### config.mk
export PLATFORM = sky130hd
export DESIGN_NAME = xos_out_sched
export DESIGN_NICKNAME = d
export VERILOG_FILES = /design/src/rtl/xos_pkg.sv /design/src/rtl/xos_req_mask.sv /design/src/rtl/xos_rr_pick.sv /design/src/rtl/xos_grant_reg.sv /design/src/rtl/xos_out_sched.sv
export SDC_FILE = /design/constraint.sdc
export NUM_CORES = 1
export LEC_CHECK = 0
export BUFFER_PORTS_ARGS = -buffer_cell sky130_fd_sc_hd__clkbuf_2
export CORE_MARGIN = 10
export CORE_UTILIZATION = 30
export CTS_CLUSTER_DIAMETER = 60
export DETAILED_ROUTE_END_ITERATION = 16
export MAX_ROUTING_LAYER = met4
export SLEW_MARGIN = 25
export SYNTH_ARGS = -nofsm -noshare
export SYNTH_HDL_FRONTEND = slang
export SYNTH_HIERARCHICAL = 1
export SYNTH_SLANG_ARGS = --single-unit
### constraint.sdc
create_clock -name clk -period 2.5 [get_ports clk]
set_input_delay 0.25 -clock clk [delete_from_list [all_inputs] [get_ports clk]]
set_output_delay 0.25 -clock clk [all_outputs]
set_load 0.03 [all_outputs]
### src/rtl/xos_pkg.sv
package xos_pkg;

  // Which candidate set produced the winner of a slot.
  typedef enum logic [0:0] {
    SRC_REQ = 1'b0,
    SRC_RR  = 1'b1
  } xos_src_e;

  // Next position after v in a ring of n entries.
  function automatic int unsigned xos_wrap_inc(input int unsigned v, input int unsigned n);
    return (v + 1 >= n) ? 0 : v + 1;
  endfunction

endpackage

### src/rtl/xos_req_mask.sv
module xos_req_mask #(
  parameter int N_PORTS = 8
) (
  input  logic [N_PORTS-1:0] req_i,
  input  logic [N_PORTS-1:0] occ_i,
  output logic [N_PORTS-1:0] eff_o
);
  // A request only counts when its buffer actually holds a cell.
  for (genvar i = 0; i < N_PORTS; i++) begin : g_bit
    assign eff_o[i] = req_i[i] & occ_i[i];
  end
endmodule

### src/rtl/xos_rr_pick.sv
module xos_rr_pick #(
  parameter int N_PORTS = 8,
  parameter int IDX_W   = 3
) (
  input  logic [N_PORTS-1:0] cand_i,
  input  logic [IDX_W-1:0]   base_i,
  output logic               any_o,
  output logic [IDX_W-1:0]   idx_o
);
  logic             hit_hi;
  logic             hit_lo;
  logic [IDX_W-1:0] idx_hi;
  logic [IDX_W-1:0] idx_lo;

  // Lowest candidate at or above base; otherwise lowest candidate overall.
  always_comb begin
    hit_hi = 1'b0;
    hit_lo = 1'b0;
    idx_hi = '0;
    idx_lo = '0;
    for (int i = N_PORTS - 1; i >= 0; i--) begin
      if (cand_i[i]) begin
        hit_lo = 1'b1;
        idx_lo = IDX_W'(i);
        if (i >= int'(base_i)) begin
          hit_hi = 1'b1;
          idx_hi = IDX_W'(i);
        end
      end
    end
    any_o = hit_lo;
    idx_o = hit_hi ? idx_hi : idx_lo;
  end
endmodule

### src/rtl/xos_grant_reg.sv
module xos_grant_reg #(
  parameter int N_PORTS = 8
) (
  input  logic               clk,
  input  logic               rst_n,
  input  logic               win_any_i,
  input  logic [N_PORTS-1:0] win_oh_i,
  output logic [N_PORTS-1:0] gnt_o,
  output logic               gnt_vld_o,
  output logic [N_PORTS-1:0] notify_o
);
  always_ff @(posedge clk) begin
    if (!rst_n) begin
      gnt_o     <= '0;
      gnt_vld_o <= 1'b0;
      notify_o  <= '0;
    end else begin
      gnt_o     <= win_oh_i;
      gnt_vld_o <= win_any_i;
      notify_o  <= win_oh_i;
    end
  end
endmodule

### src/rtl/xos_out_sched.sv
module xos_out_sched
  import xos_pkg::*;
#(
  parameter int N_PORTS = 8
) (
  input  logic               clk,
  input  logic               rst_n,
  input  logic [N_PORTS-1:0] occ_i,
  input  logic [N_PORTS-1:0] rmreq_i,
  output logic [N_PORTS-1:0] gnt_o,
  output logic               gnt_vld_o,
  output logic [N_PORTS-1:0] notify_o
);
  localparam int IDX_W   = (N_PORTS > 1) ? $clog2(N_PORTS) : 1;
  localparam int N_PATHS = 2;

  logic [IDX_W-1:0]   ptr_q;
  logic [IDX_W-1:0]   ptr_nxt;
  logic [N_PORTS-1:0] eff_req;
  logic [N_PORTS-1:0] cand_set [N_PATHS];
  logic [N_PATHS-1:0] path_any;
  logic [IDX_W-1:0]   path_idx [N_PATHS];
  xos_src_e           win_src;
  logic               win_any;
  logic [IDX_W-1:0]   win_idx;
  logic [N_PORTS-1:0] win_oh;

  xos_req_mask #(.N_PORTS(N_PORTS)) u_mask (
    .req_i (rmreq_i),
    .occ_i (occ_i),
    .eff_o (eff_req)
  );

  assign cand_set[int'(SRC_REQ)] = eff_req;
  assign cand_set[int'(SRC_RR)]  = occ_i;

  // Both candidate sets are searched from the same pointer in parallel.
  for (genvar p = 0; p < N_PATHS; p++) begin : g_path
    xos_rr_pick #(.N_PORTS(N_PORTS), .IDX_W(IDX_W)) u_pick (
      .cand_i (cand_set[p]),
      .base_i (ptr_q),
      .any_o  (path_any[p]),
      .idx_o  (path_idx[p])
    );
  end

  always_comb begin
    win_src = path_any[int'(SRC_REQ)] ? SRC_REQ : SRC_RR;
    win_any = |path_any;
    win_idx = path_idx[int'(win_src)];
    win_oh  = win_any ? (N_PORTS'(1) << win_idx) : '0;
    ptr_nxt = win_any ? IDX_W'(xos_wrap_inc(32'(win_idx), 32'(N_PORTS))) : ptr_q;
  end

  always_ff @(posedge clk) begin
    if (!rst_n) ptr_q <= '0;
    else        ptr_q <= ptr_nxt;
  end

  xos_grant_reg #(.N_PORTS(N_PORTS)) u_greg (
    .clk       (clk),
    .rst_n     (rst_n),
    .win_any_i (win_any),
    .win_oh_i  (win_oh),
    .gnt_o     (gnt_o),
    .gnt_vld_o (gnt_vld_o),
    .notify_o  (notify_o)
  );
endmodule

==> results.md <==
* Worst EP required at 2630 ps
* Hold Crit Class: primary input to register
* Pint at slightly above 0.7 mW
* Clock slew seen by the registers of the worst setup and hold paths at 50 ps
* Worst-Margin Slew at ~360 ps
* Avg Cell Area, Syn at 7.36 sq um
* Wire per inst at 12.8 um
* CTS Buf Count at 3
* Simple-Gate Fraction of Synth Area at 32.6%
* Detailed placement HPWL at between 2 and 3 mm
* Fin crit period at about 2300 ps
* MaxCap Viol Count at 0
* Switching Fraction at 45.5%
* Number of buffers added on ports at 34
* H-tree levels at 1
* Relative slew slack at 75.6%
* Final Hold Viols at 0
* Final period utilization at 90.1%
* Mux cell area share after synthesis at 1.65%
* Share of cells above drive strength 1 at 34.9%
* Final Slew Violations at 0
* RR Endpoint: ptr_q[2]
* Drt total wl at roughly 3.3 mm
* Setup crit end kind: register
* Gp weighted congestion at 0.948
* Worst hold path startpoint: rst_n
* Post-synth cell types at 37
* NetSw at 0.599 mW
* Hold EP: ptr_q[2]
* Combinational family with the most area after synthesis: simple AND/OR/NAND/NOR gates
* Initial antenna violation count at 0
* Max Buffers Root-to-Sink at 2
* CP max FO at 11
* Top sig layer: met4
* Via-per-instance ratio at 4.94
* Nets at 233
* Largest net degree at the start of global routing at 15
* Clk root buf: clkbuf_8
* Yosys warning count at 6
* Worst path top cell family by delay: compound AO/OA/AOI/OAI gates
* DRT antenna net count at 0
* Core area at 3970 sq um
* Placed instance area at about 1500 sq um
* Reg2reg setup slack at 250 ps
* Sequential share of power at 25.7%
* Drt drc at 0
* Total GRT Usage at just under 10%
* # clock sinks at 12
* Cell depth of the worst flop-to-flop path at 11
* Maximum VDD drop at roughly 0.23 mV
* Multi-input combinational cell area at 858 sq um
* # hold bufs at CTS at 0
* Status: completed
* Chip Height at 83.6 um
* DR vias at 1279
* Fillers at 424
* Origin of the critical flop-to-flop path: ptr_q[0]
* Category of the most critical setup path: register to register
* CP Launch Type: register
* Cell mode on critical path: ha_1
* Rows at 23
* Post-layout util at 39.3%
* First-pass GRT wire length at approximately 5.7 mm
* Seq/Total Area, Yosys at 19.8%
* Layout area overhead at 28.4%
* Starting Density at 30.6%
* Pwr/cell area at 843 nW/um^2
* Post-synthesis compound-gate area fraction at approximately 31%
* Final Power at 1.32 mW
* GRT overflow at 0
* Logic gate share of total power at between 50% and 60%
* Highest clock rate at 444 MHz
* Die area at around 7000 sq um
* Metal-1 WL at about 1.5 mm
* ANT cells at 0
* Slowest CP cell: dfxtp_2
* Synthesized cell area at 1210 sq um
* Iteration-0 DRC Markers at 50
* Crit path DAT at 2380 ps
* Die W at 83.6 um
* Clock skew at 1.04 ps
* Unrepaired setup endpoints after global routing: no
* Pleak at approximately 0.71 nW
* Cells after Synth at 165
* Met2 Wirelength at 1.60 mm
* Crit path buffers/inverters at 1
* Storage cell area at 249 sq um
* Dpl ws at -21.0 ps
* Setup TNS at 0 ps
* Final setup margin at 248 ps
* DR pass1 iterations at 4
* Vias in the first global route at 1242
* Max stage delay on crit path at roughly 460 ps
* Clock share of power at 16.3%
* I/O pin count at 35
* Clk_lat worst skew at 240 ps
* Synth Area in Adders at a little over 5%
* Post-route cell area at roughly 1600 sq um
* TritonCTS clock tree: built
* CP cell instances: nand3_2 > a21oi_1 > nand2_1 > o21ai_1 > o22ai_1 > mux2i_1 > inv_1 > ha_1 > ha_1 > o211ai_2 > a21oi_2
* WL met3 at 174 um
* Post-synth net total at between 150 and 200
* Post-Synth XOR/XNOR Area at 0%
* Endpoints failing setup at 0
* Worst hold path cell count at 3
* Yosys reg bits at 12
worst max-delay path by stage:
stage | startpoint | endpoint | cells past startpoint
finish | ptr_q[0] | ptr_q[2] | 11
global route | ptr_q[0] | ptr_q[2] | 12
CTS | ptr_q[1] | ptr_q[2] | 12
detailed placement | ptr_q[2] | ptr_q[2] | 12
global placement | ptr_q[2] | ptr_q[2] | 12
floorplan | ptr_q[1] | ptr_q[2] | 11
sequential cells by signal, summed over array words and instances (netlist names):
signal / cells
ptr_q: 3
u_greg/gnt_vld_o: 1
u_greg/notify_o: 8
cell usage in the layout (no fill, tap or decap), drive strengths merged:
master,n
ha,5
a21oi,16
nor2b,6
o31a,2
o31ai,4
a32o,1
a21boi,6
a22oi,4
dfxtp,12
o211ai,1
o22a,2
o21a,2
nor2,13
o22ai,4
and2,24
nor3,2
nand4b,2
o21ai,9
buf,17
inv,10
or3,1
nor4,2
nand2b,1
nand3b,1
mux2i,2
clkbuf,38
o21bai,2
nand3,6
nand2,14
cells in the mapped netlist:
cell type / n / share of area, %
and2_1: 24 / 12
nand2_1: 14 / 4.3
a21oi_1: 13 / 5.4
dfxtp_1: 12 / 20
nor2_1: 12 / 3.7
buf_4: 10 / 6.2
inv_1: 8 / 2.5
nor2b_1: 6 / 3.1
ha_1: 5 / 5.1
o21ai_0: 5 / 2.1
nand3_1: 4 / 1.6
o22ai_1: 4 / 2.1
o31ai_1: 4 / 2.5
a21boi_0: 3 / 1.9
a21boi_1: 3 / 1.9
a21oi_2: 3 / 2.2
a22oi_1: 2 / 1.2
a22oi_2: 2 / 2.1
inv_2: 2 / 0.62
mux2i_1: 2 / 1.6
nand3_2: 2 / 1.6
nand4b_1: 2 / 1.4
nor3_1: 2 / 0.82
nor4_1: 2 / 1.0
o21a_1: 2 / 1.2
o21ai_1: 2 / 0.82
o21ai_2: 2 / 1.4
o21bai_1: 2 / 1.2
o22a_1: 2 / 1.4
o31a_1: 2 / 1.4
a32o_1: 1 / 0.82
buf_6: 1 / 0.93
nand2b_1: 1 / 0.52
nand3b_1: 1 / 0.62
nor2_4: 1 / 0.93
o211ai_2: 1 / 1.0
or3_1: 1 / 0.52
per-layer routing:
layer	global-route usage [%]	vias to the layer above
met2	16.0	44
met1	11.0	563
met5	-	-
li1	-	663
met3	1.76	9
met4	4.11	0
logic make-up (layout without fill, tap and decap cells):
| group | Yosys count | in the layout |
|---|---|---|
| and+or+nand+nor | 72 | 72 |
| muxes | 2 | 2 |
| adders and majority gates | 5 | 5 |
| AOI/OAI and AO/OA | 53 | 53 |
| buffers and inverters | 21 | 65 |
| DFF | 12 | 12 |
metrics by stage:
stage / hold WS, ps / std cells
after floorplan: 372 / 165
after global placement: 601 / 255
after detailed placement: 596 / 255
after CTS: 331 / 259
after global routing: 339 / 259
final: 321 / 259
worst min-delay path, stage by stage:
cell	delay, ps
clkbuf_2	150
o211ai_2	90
a21oi_2	30
cell type report:
cell class | instances | share of cell area (%)
multi-input cells | 132 | 55.0
repair buffers | 51 | 19.1
clock buffers | 4 | 3.53
inverters | 10 | 2.41
well taps | 50 | 4.01
flip-flops and latches | 12 | 16.0
power by group through the flow:
stage          registers [mW]  clock network (mW)  logic, mW
4_1_cts                 0.327               0.219      0.757
6_report                0.338               0.214      0.763
3_5_place_dp            0.329                   0      0.751
3_3_place_gp            0.325                   0      0.749
2_1_floorplan           0.347                   0      0.531
5_1_grt                 0.356               0.233      0.843
timing repair:
item	CTS	global route
resized for setup	1	8
setup buffers	0	0
endpoints found under the setup margin	1	10
No activity file was read; power rests on OpenSTA's default activity.
